===== config.mk =====
export PLATFORM = sky130hd
export DESIGN_NAME = wt_snoop_cache
export DESIGN_NICKNAME = d
export VERILOG_FILES = /design/src/rtl/wtc_pkg.sv /design/src/rtl/wtc_line_store.sv /design/src/rtl/wtc_snoop_watch.sv /design/src/rtl/wtc_ctrl.sv /design/src/rtl/wt_snoop_cache.sv
export SDC_FILE = /design/constraint.sdc
export NUM_CORES = 2
export LEC_CHECK = 0
export BUFFER_PORTS_ARGS = -buffer_cell sky130_fd_sc_hd__buf_2
export CAP_MARGIN = 20
export CORE_MARGIN = 2
export CORE_UTILIZATION = 45
export CTS_BUF_LIST = sky130_fd_sc_hd__clkbuf_16
export DETAILED_ROUTE_END_ITERATION = 7
export PLACE_DENSITY = 0.76
export SLEW_MARGIN = 20
export SYNTH_ARGS = -nofsm -noshare
export SYNTH_HDL_FRONTEND = slang
export SYNTH_HIERARCHICAL = 1
export SYNTH_SLANG_ARGS = --single-unit

===== constraint.sdc =====
create_clock -name clk -period 4.3 [get_ports clk]
set_input_delay 0.43 -clock clk [delete_from_list [all_inputs] [get_ports clk]]
set_output_delay 0.43 -clock clk [all_outputs]
set_load 0.02 [all_outputs]

===== src/rtl/wtc_pkg.sv =====
package wtc_pkg;

    typedef enum logic [2:0] {
        ST_IDLE,
        ST_LOOKUP,
        ST_ARB,
        ST_ADDR,
        ST_WAIT,
        ST_DONE
    } wtc_state_e;

endpackage


===== src/rtl/wtc_line_store.sv =====
module wtc_line_store #(
    parameter int LINES  = 16,
    parameter int TAG_W  = 26,
    parameter int DATA_W = 32,
    localparam int IDX_W = $clog2(LINES)
) (
    input  logic              clk,
    input  logic              rst_n,
    input  logic [IDX_W-1:0]  rd_idx,
    output logic              rd_valid,
    output logic [TAG_W-1:0]  rd_tag,
    output logic [DATA_W-1:0] rd_data,
    input  logic              fill_en,
    input  logic [IDX_W-1:0]  fill_idx,
    input  logic [TAG_W-1:0]  fill_tag,
    input  logic [DATA_W-1:0] fill_data,
    input  logic              fill_valid,
    input  logic              upd_en,
    input  logic [IDX_W-1:0]  upd_idx,
    input  logic [TAG_W-1:0]  upd_tag,
    input  logic [DATA_W-1:0] upd_data,
    input  logic              inv_en,
    input  logic [IDX_W-1:0]  inv_idx,
    input  logic [TAG_W-1:0]  inv_tag
);

    logic [LINES-1:0]             valid_vec;
    logic [LINES-1:0][TAG_W-1:0]  tag_vec;
    logic [LINES-1:0][DATA_W-1:0] data_vec;

    for (genvar g = 0; g < LINES; g++) begin : g_line
        logic              v_q;
        logic [TAG_W-1:0]  t_q;
        logic [DATA_W-1:0] d_q;
        logic              fill_here;
        logic              inv_here;
        logic              upd_here;

        assign fill_here = fill_en && (fill_idx == IDX_W'(g));
        assign inv_here  = inv_en && v_q && (inv_idx == IDX_W'(g)) && (inv_tag == t_q);
        assign upd_here  = upd_en && v_q && (upd_idx == IDX_W'(g)) && (upd_tag == t_q);

        always_ff @(posedge clk) begin
            if (!rst_n) begin
                v_q <= 1'b0;
            end else if (fill_here) begin
                v_q <= fill_valid;
            end else if (inv_here) begin
                v_q <= 1'b0;
            end
        end

        always_ff @(posedge clk) begin
            if (fill_here) begin
                t_q <= fill_tag;
                d_q <= fill_data;
            end else if (upd_here && !inv_here) begin
                d_q <= upd_data;
            end
        end

        assign valid_vec[g] = v_q;
        assign tag_vec[g]   = t_q;
        assign data_vec[g]  = d_q;
    end

    assign rd_valid = valid_vec[rd_idx];
    assign rd_tag   = tag_vec[rd_idx];
    assign rd_data  = data_vec[rd_idx];

endmodule


===== src/rtl/wtc_snoop_watch.sv =====
module wtc_snoop_watch #(
    parameter int ADDR_W = 32,
    parameter int IDX_W  = 4,
    parameter int OFF_W  = 2,
    localparam int TAG_W = ADDR_W - IDX_W - OFF_W
) (
    input  logic              snp_valid,
    input  logic [ADDR_W-1:0] snp_addr,
    input  logic [IDX_W-1:0]  own_idx,
    output logic              inv_en,
    output logic [IDX_W-1:0]  inv_idx,
    output logic [TAG_W-1:0]  inv_tag,
    output logic              same_idx
);

    assign inv_en   = snp_valid;
    assign inv_idx  = snp_addr[OFF_W +: IDX_W];
    assign inv_tag  = snp_addr[ADDR_W-1 -: TAG_W];
    assign same_idx = snp_valid && (inv_idx == own_idx);

endmodule


===== src/rtl/wtc_ctrl.sv =====
module wtc_ctrl
    import wtc_pkg::*;
#(
    parameter int ADDR_W = 32,
    parameter int DATA_W = 32,
    parameter int IDX_W  = 4,
    parameter int OFF_W  = 2,
    localparam int TAG_W = ADDR_W - IDX_W - OFF_W
) (
    input  logic              clk,
    input  logic              rst_n,
    input  logic              cpu_req,
    input  logic              cpu_we,
    input  logic [ADDR_W-1:0] cpu_addr,
    input  logic [DATA_W-1:0] cpu_wdata,
    output logic [DATA_W-1:0] cpu_rdata,
    output logic              cpu_done,
    output logic              bus_req,
    input  logic              bus_gnt,
    output logic              bus_valid,
    output logic              bus_we,
    output logic [ADDR_W-1:0] bus_addr,
    output logic [DATA_W-1:0] bus_wdata,
    input  logic              bus_rdy,
    input  logic [DATA_W-1:0] bus_rdata,
    output logic [IDX_W-1:0]  req_idx,
    input  logic              rd_valid,
    input  logic [TAG_W-1:0]  rd_tag,
    input  logic [DATA_W-1:0] rd_data,
    input  logic              snp_same_idx,
    output logic              fill_en,
    output logic [TAG_W-1:0]  req_tag,
    output logic              fill_valid,
    output logic              upd_en,
    output logic [DATA_W-1:0] req_wdata
);

    wtc_state_e        state_q, state_d;
    logic              we_q;
    logic [ADDR_W-1:0] addr_q;
    logic [DATA_W-1:0] wdata_q;
    logic [DATA_W-1:0] resp_q;
    logic              poison_q;
    logic              accept;
    logic              hit;
    logic              pending_rd;
    logic              mem_done;

    assign req_idx    = addr_q[OFF_W +: IDX_W];
    assign req_tag    = addr_q[ADDR_W-1 -: TAG_W];
    assign req_wdata  = wdata_q;
    assign accept     = (state_q == ST_IDLE) && cpu_req;
    assign hit        = rd_valid && (rd_tag == req_tag);
    assign mem_done   = (state_q == ST_WAIT) && bus_rdy;
    assign pending_rd = !we_q && ((state_q == ST_ARB) || (state_q == ST_ADDR) ||
                                  (state_q == ST_WAIT));

    // state register
    always_ff @(posedge clk) begin
        if (!rst_n) begin
            state_q <= ST_IDLE;
        end else begin
            state_q <= state_d;
        end
    end

    // transitions
    always_comb begin
        state_d = state_q;
        unique case (state_q)
            ST_IDLE:   if (cpu_req) state_d = ST_LOOKUP;
            ST_LOOKUP: state_d = (!we_q && hit) ? ST_DONE : ST_ARB;
            ST_ARB:    if (bus_gnt) state_d = ST_ADDR;
            ST_ADDR:   state_d = ST_WAIT;
            ST_WAIT:   if (bus_rdy) state_d = ST_DONE;
            ST_DONE:   state_d = ST_IDLE;
            default:   state_d = ST_IDLE;
        endcase
    end

    // request capture, response and fill poisoning
    always_ff @(posedge clk) begin
        if (!rst_n) begin
            we_q     <= 1'b0;
            addr_q   <= '0;
            wdata_q  <= '0;
            resp_q   <= '0;
            poison_q <= 1'b0;
        end else begin
            if (accept) begin
                we_q     <= cpu_we;
                addr_q   <= cpu_addr;
                wdata_q  <= cpu_wdata;
                poison_q <= 1'b0;
            end else if (pending_rd && snp_same_idx) begin
                poison_q <= 1'b1;
            end
            if ((state_q == ST_LOOKUP) && !we_q && hit) begin
                resp_q <= rd_data;
            end else if (mem_done && !we_q) begin
                resp_q <= bus_rdata;
            end
        end
    end

    // outputs
    always_comb begin
        cpu_done  = 1'b0;
        bus_req   = 1'b0;
        bus_valid = 1'b0;
        unique case (state_q)
            ST_IDLE, ST_LOOKUP: ;
            ST_ARB:  bus_req = 1'b1;
            ST_ADDR: begin
                bus_req   = 1'b1;
                bus_valid = 1'b1;
            end
            ST_WAIT: bus_req = 1'b1;
            ST_DONE: cpu_done = 1'b1;
            default: ;
        endcase
    end

    assign cpu_rdata  = resp_q;
    assign bus_we     = we_q;
    assign bus_addr   = addr_q;
    assign bus_wdata  = wdata_q;
    assign fill_en    = mem_done && !we_q;
    assign fill_valid = !poison_q && !snp_same_idx;
    assign upd_en     = mem_done && we_q;

endmodule


===== src/rtl/wt_snoop_cache.sv =====
module wt_snoop_cache #(
    parameter int ADDR_W = 32,
    parameter int DATA_W = 32,
    parameter int LINES  = 16
) (
    input  logic              clk,
    input  logic              rst_n,
    input  logic              cpu_req,
    input  logic              cpu_we,
    input  logic [ADDR_W-1:0] cpu_addr,
    input  logic [DATA_W-1:0] cpu_wdata,
    output logic [DATA_W-1:0] cpu_rdata,
    output logic              cpu_done,
    output logic              bus_req,
    input  logic              bus_gnt,
    output logic              bus_valid,
    output logic              bus_we,
    output logic [ADDR_W-1:0] bus_addr,
    output logic [DATA_W-1:0] bus_wdata,
    input  logic              bus_rdy,
    input  logic [DATA_W-1:0] bus_rdata,
    input  logic              snp_valid,
    input  logic [ADDR_W-1:0] snp_addr
);

    localparam int IDX_W = $clog2(LINES);
    localparam int OFF_W = $clog2(DATA_W / 8);
    localparam int TAG_W = ADDR_W - IDX_W - OFF_W;

    logic [IDX_W-1:0]  req_idx;
    logic [TAG_W-1:0]  req_tag;
    logic [DATA_W-1:0] req_wdata;
    logic              rd_valid;
    logic [TAG_W-1:0]  rd_tag;
    logic [DATA_W-1:0] rd_data;
    logic              fill_en, fill_valid, upd_en;
    logic              inv_en, same_idx;
    logic [IDX_W-1:0]  inv_idx;
    logic [TAG_W-1:0]  inv_tag;

    wtc_snoop_watch #(.ADDR_W(ADDR_W), .IDX_W(IDX_W), .OFF_W(OFF_W)) u_snoop (
        .snp_valid (snp_valid),
        .snp_addr  (snp_addr),
        .own_idx   (req_idx),
        .inv_en    (inv_en),
        .inv_idx   (inv_idx),
        .inv_tag   (inv_tag),
        .same_idx  (same_idx)
    );

    wtc_ctrl #(.ADDR_W(ADDR_W), .DATA_W(DATA_W), .IDX_W(IDX_W), .OFF_W(OFF_W)) u_ctrl (
        .clk          (clk),
        .rst_n        (rst_n),
        .cpu_req      (cpu_req),
        .cpu_we       (cpu_we),
        .cpu_addr     (cpu_addr),
        .cpu_wdata    (cpu_wdata),
        .cpu_rdata    (cpu_rdata),
        .cpu_done     (cpu_done),
        .bus_req      (bus_req),
        .bus_gnt      (bus_gnt),
        .bus_valid    (bus_valid),
        .bus_we       (bus_we),
        .bus_addr     (bus_addr),
        .bus_wdata    (bus_wdata),
        .bus_rdy      (bus_rdy),
        .bus_rdata    (bus_rdata),
        .req_idx      (req_idx),
        .rd_valid     (rd_valid),
        .rd_tag       (rd_tag),
        .rd_data      (rd_data),
        .snp_same_idx (same_idx),
        .fill_en      (fill_en),
        .req_tag      (req_tag),
        .fill_valid   (fill_valid),
        .upd_en       (upd_en),
        .req_wdata    (req_wdata)
    );

    wtc_line_store #(.LINES(LINES), .TAG_W(TAG_W), .DATA_W(DATA_W)) u_store (
        .clk        (clk),
        .rst_n      (rst_n),
        .rd_idx     (req_idx),
        .rd_valid   (rd_valid),
        .rd_tag     (rd_tag),
        .rd_data    (rd_data),
        .fill_en    (fill_en),
        .fill_idx   (req_idx),
        .fill_tag   (req_tag),
        .fill_data  (bus_rdata),
        .fill_valid (fill_valid),
        .upd_en     (upd_en),
        .upd_idx    (req_idx),
        .upd_tag    (req_tag),
        .upd_data   (req_wdata),
        .inv_en     (inv_en),
        .inv_idx    (inv_idx),
        .inv_tag    (inv_tag)
    );

endmodule


# Word-level counts from Yosys, hierarchy flattened
# Cells that the tools add are included.
[word_totals] reg_bits=1045 latch_bits=0 mem_bits_rw=0 romBits=0 inputBits=135 output_inout_bits=100 elab_cells=408 memories=0
[op_classes] addsub=0 n_mul=0 div_mod_pow=0 order_cmp=1 n_eq_ne=72 shifts=0 mux=80 bitwise_logic=1 n_reduce_logical=200
[op_table] op="32-bit two-way mux" n=35
[op_table] op="26-bit == test" n=33
[op_table] op="1-bit logical AND" n=140
[op_table] op="32-bit binary-select mux with 4-bit select" n=1
[op_table] op="26-bit binary-select mux with 4-bit select" n=1
[op_table] op="2-bit nonzero test" n=33
[op_table] op="4-bit == test (second input constant)" n=16
[op_table] op="1-bit two-way mux" n=36
[op_table] op="4-bit by 3-bit == test with 1-bit output (second input constant)" n=8
[op_table] op="26-bit two-way mux" n=1
[op_table] op="1-bit zero test" n=19
[op_table] op="4-bit by 2-bit == test with 1-bit output (second input constant)" n=4
[op_table] op="3-bit one-hot mux with 5 select lines" n=1
[op_table] op="3-bit two-way mux" n=4
[op_table] op="4-bit by 1-bit == test with 1-bit output (second input constant)" n=2
[op_table] op="4-bit zero test" n=2
[op_table] op="3-bit by 2-bit == test with 1-bit output (second input constant)" n=2
[op_table] op="3-bit == test (second input constant)" n=2
[op_table] op="2-bit != test (second input constant)" n=3
[op_table] op="4-bit by 5-bit less-than comparator with 1-bit output (second input constant)" n=1
[op_table] op="1-bit binary-select mux with 4-bit select" n=1
[op_table] op="4-bit == test" n=1
[op_table] op="3-bit by 1-bit == test with 1-bit output (second input constant)" n=1
[op_table] op="3-bit zero test" n=1
[op_table] op="other kinds (5)" n=6

# Depth between registers and ports, before layout
[logic_depth] ltp_word=9 mapped_depth=12 mapped_depth_nobuf=7

# Modules after synthesis
# The synthesis kept the hierarchy.
[modules_own_cells] module="wtc_line_store" n_inst=1 cells_each=3644 area_per_inst_um2=51919.8 seq_area_each_um2=28187.0
[modules_own_cells] module="wtc_ctrl" n_inst=1 cells_each=586 area_per_inst_um2=5037.3 seq_area_each_um2=2021.9
[modules_own_cells] module="wtc_snoop_watch" n_inst=1 cells_each=40 area_per_inst_um2=297.8 seq_area_each_um2=0.0

# Least setup slack after synthesis
# No wires, ideal clock.
[synth_timing] path_kind="reg2reg" start="reg u_ctrl.addr_q[30] (netlist: u_ctrl/bus_addr[30])" end="reg u_store.g_line[4].d_q[0] (enable)" setup_time_ns=0.466 t_arrival_ns=4.224 required_time_ns=3.834 slack_ns=-0.390 stages_incl_launch_ff=9 path_buffers=3 period_less_slack_ns=4.690 path_cell_list="dfxtp_1 buf_4 clkbuf_1 buf_2 xnor2_1 nand4_1 nor4_1 nand4_1 o21ai_0"
[synth_between] elab_chain_cells=4
[synth_rtl] element="from (decl)" line="wtc_ctrl.sv:40" source="logic [ADDR_W-1:0] addr_q;"
[synth_rtl] element="from (signal assigned)" line="wtc_ctrl.sv:92" source="addr_q <= cpu_addr;"
[synth_rtl] element="26-bit == test" line="wtc_line_store.sv:41" source="assign upd_here = upd_en && v_q && (upd_idx == IDX_W'(g)) && (upd_tag == t_q);"
[synth_rtl] element="1-bit logical AND" line="wtc_line_store.sv:41"
[synth_rtl] element="1-bit logical AND" line="wtc_line_store.sv:57" source="end else if (upd_here && !inv_here) begin"
[synth_rtl] element="2-bit nonzero test (no line)"
[synth_rtl] element="to (signal assigned)" line="wtc_line_store.sv:56" source="d_q <= fill_data;"
[synth_rtl] element="to (signal assigned)" line="wtc_line_store.sv:58" source="d_q <= upd_data;"
[synth_rtl] element="to (decl)" line="wtc_line_store.sv:34" source="logic [DATA_W-1:0] d_q;"
# No other way between the ends.
# A chain may end at the register's enable or synchronous reset.

# Final worst setup path
[layout_timing] start="reg u_ctrl.addr_q[2] (netlist: u_ctrl/bus_addr[2])" end="reg u_ctrl.resp_q[21] (netlist: u_ctrl/cpu_rdata[21])"
[layout_between] elab_chain_cells=6 word_cells_on_any_way=11 classes_between="1 x eq/ne; 7 x mux; 3 x reduce/logical"
[layout_rtl] element="26-bit binary-select mux with 4-bit select *" line="wtc_line_store.sv:68" source="assign rd_tag = tag_vec[rd_idx];"
[layout_rtl] element="26-bit two-way mux (not written as such) *" line="wtc_line_store.sv:68"
[layout_rtl] element="via rd_tag[11]" line="wt_snoop_cache.sv:34" source="logic [TAG_W-1:0] rd_tag;"
[layout_rtl] element="26-bit == test *" line="wtc_ctrl.sv:53" source="assign hit = rd_valid && (rd_tag == req_tag);"
[layout_rtl] element="1-bit logical AND *" line="wtc_ctrl.sv:53"
[layout_rtl] element="1-bit logical AND *" line="wtc_ctrl.sv:98" source="if ((state_q == ST_LOOKUP) && !we_q && hit) begin"
[layout_rtl] element="32-bit two-way mux / 2-bit nonzero test (equally long branches)"
[layout_rtl] element="to (signal assigned)" line="wtc_ctrl.sv:99" source="resp_q <= rd_data;"
[layout_rtl] element="to (signal assigned)" line="wtc_ctrl.sv:101" source="resp_q <= bus_rdata;"
[layout_rtl] element="to (decl)" line="wtc_ctrl.sv:42" source="logic [DATA_W-1:0] resp_q;"
# The timed path passes the listed nets; every way through them passes the cells marked *. The select of a mux whose other input is x is not followed.

==> metrics <==
status complete, no violations; Commonest cells post-synth edfxtp_1, nand2_1, xor2_1; Final nets 4,594; Post-synth EDFFs 928; worst vdd ir 0.000345 V; TritonCTS clock tree built; final routed DRC violation total 0; Static Leak 23.0 nW; post-route setup slack 0.222 ns; vias post-DR 40,700; initial antenna violation count 16; CP Max Fanout 33; post-synthesis instance total 4,270; CP Data Arrival Time 4.76 ns; Place WS 0.104 ns; num rows 130; CTS Buf Count 110; share of layout cells above drive strength 1 28.7%; H-tree Lvls 3; DRT iter0 DRCs 6,942; core area 126,000 µm²; mean post-synth cell area 13.4 µm²; share of flip-flops with an asynchronous set or reset 0%; Setup violations, final 0; Ys Warns 6; Finished Core Util 51.5%; max-cap viol count 0; R2R depth 10; port bufs 232; Tot Pwr 25.3 mW; clock tree root buffer cell clkbuf_16; Fmax 0.245 GHz; unrepaired setup endpoints after global routing false; Via density 6.56; drt total wl 214,000 µm; relative slew slack 22.7%; GRT Total Usage 32.2%; hold path cells 3; clk sink count 1,045; Worst-Skew Late Latency 0.78 ns; average wire per standard cell 34.5 µm; WP data required 4.98 ns; Seq/Total Area, Yosys 52.8%; die area 130,000 µm²; final worst path period need 4.08 ns; PostCTS Resize Cnt 0; worst hold endpoint u_ctrl/bus_addr[2]$_SDFFE_PN0P_; Slew Limit Fails 0; drt first pass iters 5; post-synth top area share 48.7%; Yosys reg bits 1,045; top post-synthesis cells by area edfxtp_1, mux4_2, xor2_1, mux2_2, nand2_1; most numerous cell in the Yosys netlist edfxtp_1; Final Cell Area 64,800 µm²; largest net degree at the start of global routing 105; Distinct cells, synth 53; final antenna-violating net count 0; Worst-path clk slew 0.07 ns; Main synth FF type edfxtp_1; routability cong. 1.09; Worst Hold Class in -> reg; area of the multi-input gates 25,000 µm²; Slew @ Worst Pin 1.16 ns; reg2reg setup slack 0.22 ns; reg2reg end u_ctrl/cpu_rdata[21]$_SDFFE_PN0P_; final hold violation count 0; FILL cells 10,400; first-pass GRT wire length 298,000 µm; GR Overflow Total 0; Reg area 30,300 µm²; Initial Utilization 45.5%; Post-DP Area 60,600 µm²; Hold Slack 0.0499 ns; Crit. End Element register; syn_nets 4,405; synthesized area 57,300 µm²; P&R area growth vs syn 13.2%; P per Cell Area 390 nW/µm²; post-synth top area cell edfxtp_1; R2R Path Start u_ctrl/bus_addr[2]$_SDFFE_PN0P_; hpwl dp 141,000 µm; final cycle utilization of the critical path 94.8%; Setup crit start kind register; Clock Path Buffers 3; Min-Delay Startpoint cpu_addr[2]; Die W 361 µm; Crit Path Category reg -> reg; Ports 235; Setup Skew 0.0594 ns; vias in the first global route 39,500; Die Ht 361 µm
[per-layer routing]
layer / share of wire (%) / global-route usage (%) / up-vias
li1: - / - / 16000
met4: 6.1 / 16.5 / 14
met1: 36 / 43.0 / 20300
met3: 16 / 11.1 / 718
met2: 42 / 46.5 / 3738
met5: 0.044 / 0.148 / -
[power breakdown]
group	total (mW)	switching [mW]	internal [mW]
sequential	11.9	0.547	11.3
clock	9.41	4.28	5.13
combinational	4.01	2.28	1.73
[logic make-up after synthesis]
kind of cell,after synthesis,share of synthesized area [%]
AO/OA/AOI/OAI,125,1.57
XOR/XNOR,860,13.2
buffers and inverters,450,4.00
multiplexers,711,19.7
AND/OR/NAND/NOR,1079,8.79
flip-flops,1045,52.8
[cell usage in the layout, fill, tap and decap left out, drive strengths merged, types with 2 or more instances in the layout]
cell type / n
and3: 2
buf: 450
and2: 2
nand3: 26
o211ai: 15
mux2: 384
nor4b: 3
or3b: 7
clkinvlp: 4
xnor2: 213
nor2: 24
nand4: 78
nor2b: 3
dfxtp: 117
diode: 5
o21ai: 19
xor2: 647
o31ai: 9
nand2: 701
mux4: 295
clkbuf: 112
nand3b: 13
clkinv: 57
nor3b: 4
mux2i: 32
and4: 13
nand2b: 6
a21boi: 68
or3: 4
edfxtp: 928
bufinv: 7
inv: 38
dlygate4sd3: 64
nor4: 180
or2b: 2
a31oi: 2
or4: 8
nor3: 2
o2111ai: 7
[through the flow]
stage	cells	TNS (ns)
final	6207	0
after global routing	6206	0
after CTS	6201	0
after detailed placement	5932	0
after global placement	5932	0
after floorplan	4270	-5.28
[area by class of cell]
| cell class | count | share of cell area [%] |
|---|---|---|
| Antenna cell | 5 | 0.0193 |
| Clock buffer | 111 | 4.29 |
| Clock inverter | 94 | 1.11 |
| Inverter | 12 | 0.0753 |
| Multi-Input combinational cell | 2775 | 38.6 |
| Sequential cell | 1045 | 46.7 |
| Tap cell | 1650 | 3.19 |
| Timing Repair Buffer | 515 | 6.07 |
[what timing repair did]
item,CTS,global route
endpoints found under the hold margin,64,0
hold buffers,64,0
buffers inserted,0,1
setup endpoints to repair,0,18
[critical path, cell delays in order, from the launching register on]
cell and delay [ns]:
dfxtp_4 0.62, buf_4 0.28, buf_4 0.16, mux4_2 0.54, mux4_2 0.48, xor2_1 0.16, nor4_1 0.51, nand4_2 0.31
nor4_4 0.27, buf_12 0.33, mux2i_1 0.24
[sequential cells by signal, summed over array words and instances, names as in the netlist]
| signal | cells |
|---|---|
| u_ctrl/bus_wdata | 32 |
| u_store/g_line.v_q | 16 |
| u_ctrl/bus_we | 1 |
| u_ctrl/poison_q | 1 |
| u_ctrl/bus_addr | 32 |
| u_store/g_line.t_q | 416 |
| u_ctrl/state_q | 3 |
| u_ctrl/cpu_rdata | 32 |
| u_store/g_line.d_q | 512 |
[worst max path at each step]
stage	startpoint	cells past startpoint	to
finish	u_ctrl/bus_addr[2]$_SDFFE_PN0P_	10	u_ctrl/cpu_rdata[21]$_SDFFE_PN0P_
global route	u_ctrl/bus_addr[2]$_SDFFE_PN0P_	10	u_ctrl/cpu_rdata[20]$_SDFFE_PN0P_
CTS	u_ctrl/bus_addr[2]$_SDFFE_PN0P_	10	u_ctrl/cpu_rdata[21]$_SDFFE_PN0P_
detailed placement	u_ctrl/bus_addr[2]$_SDFFE_PN0P_	10	u_ctrl/cpu_rdata[4]$_SDFFE_PN0P_
global placement	u_ctrl/bus_addr[2]$_SDFFE_PN0P_	10	u_ctrl/cpu_rdata[30]$_SDFFE_PN0P_
floorplan	u_ctrl/state_q[2]$_SDFFE_PN0P_	6	u_store/g_line[6].d_q[0]$_DFFE_PP_
No activity file was read; power rests on OpenSTA's default activity.
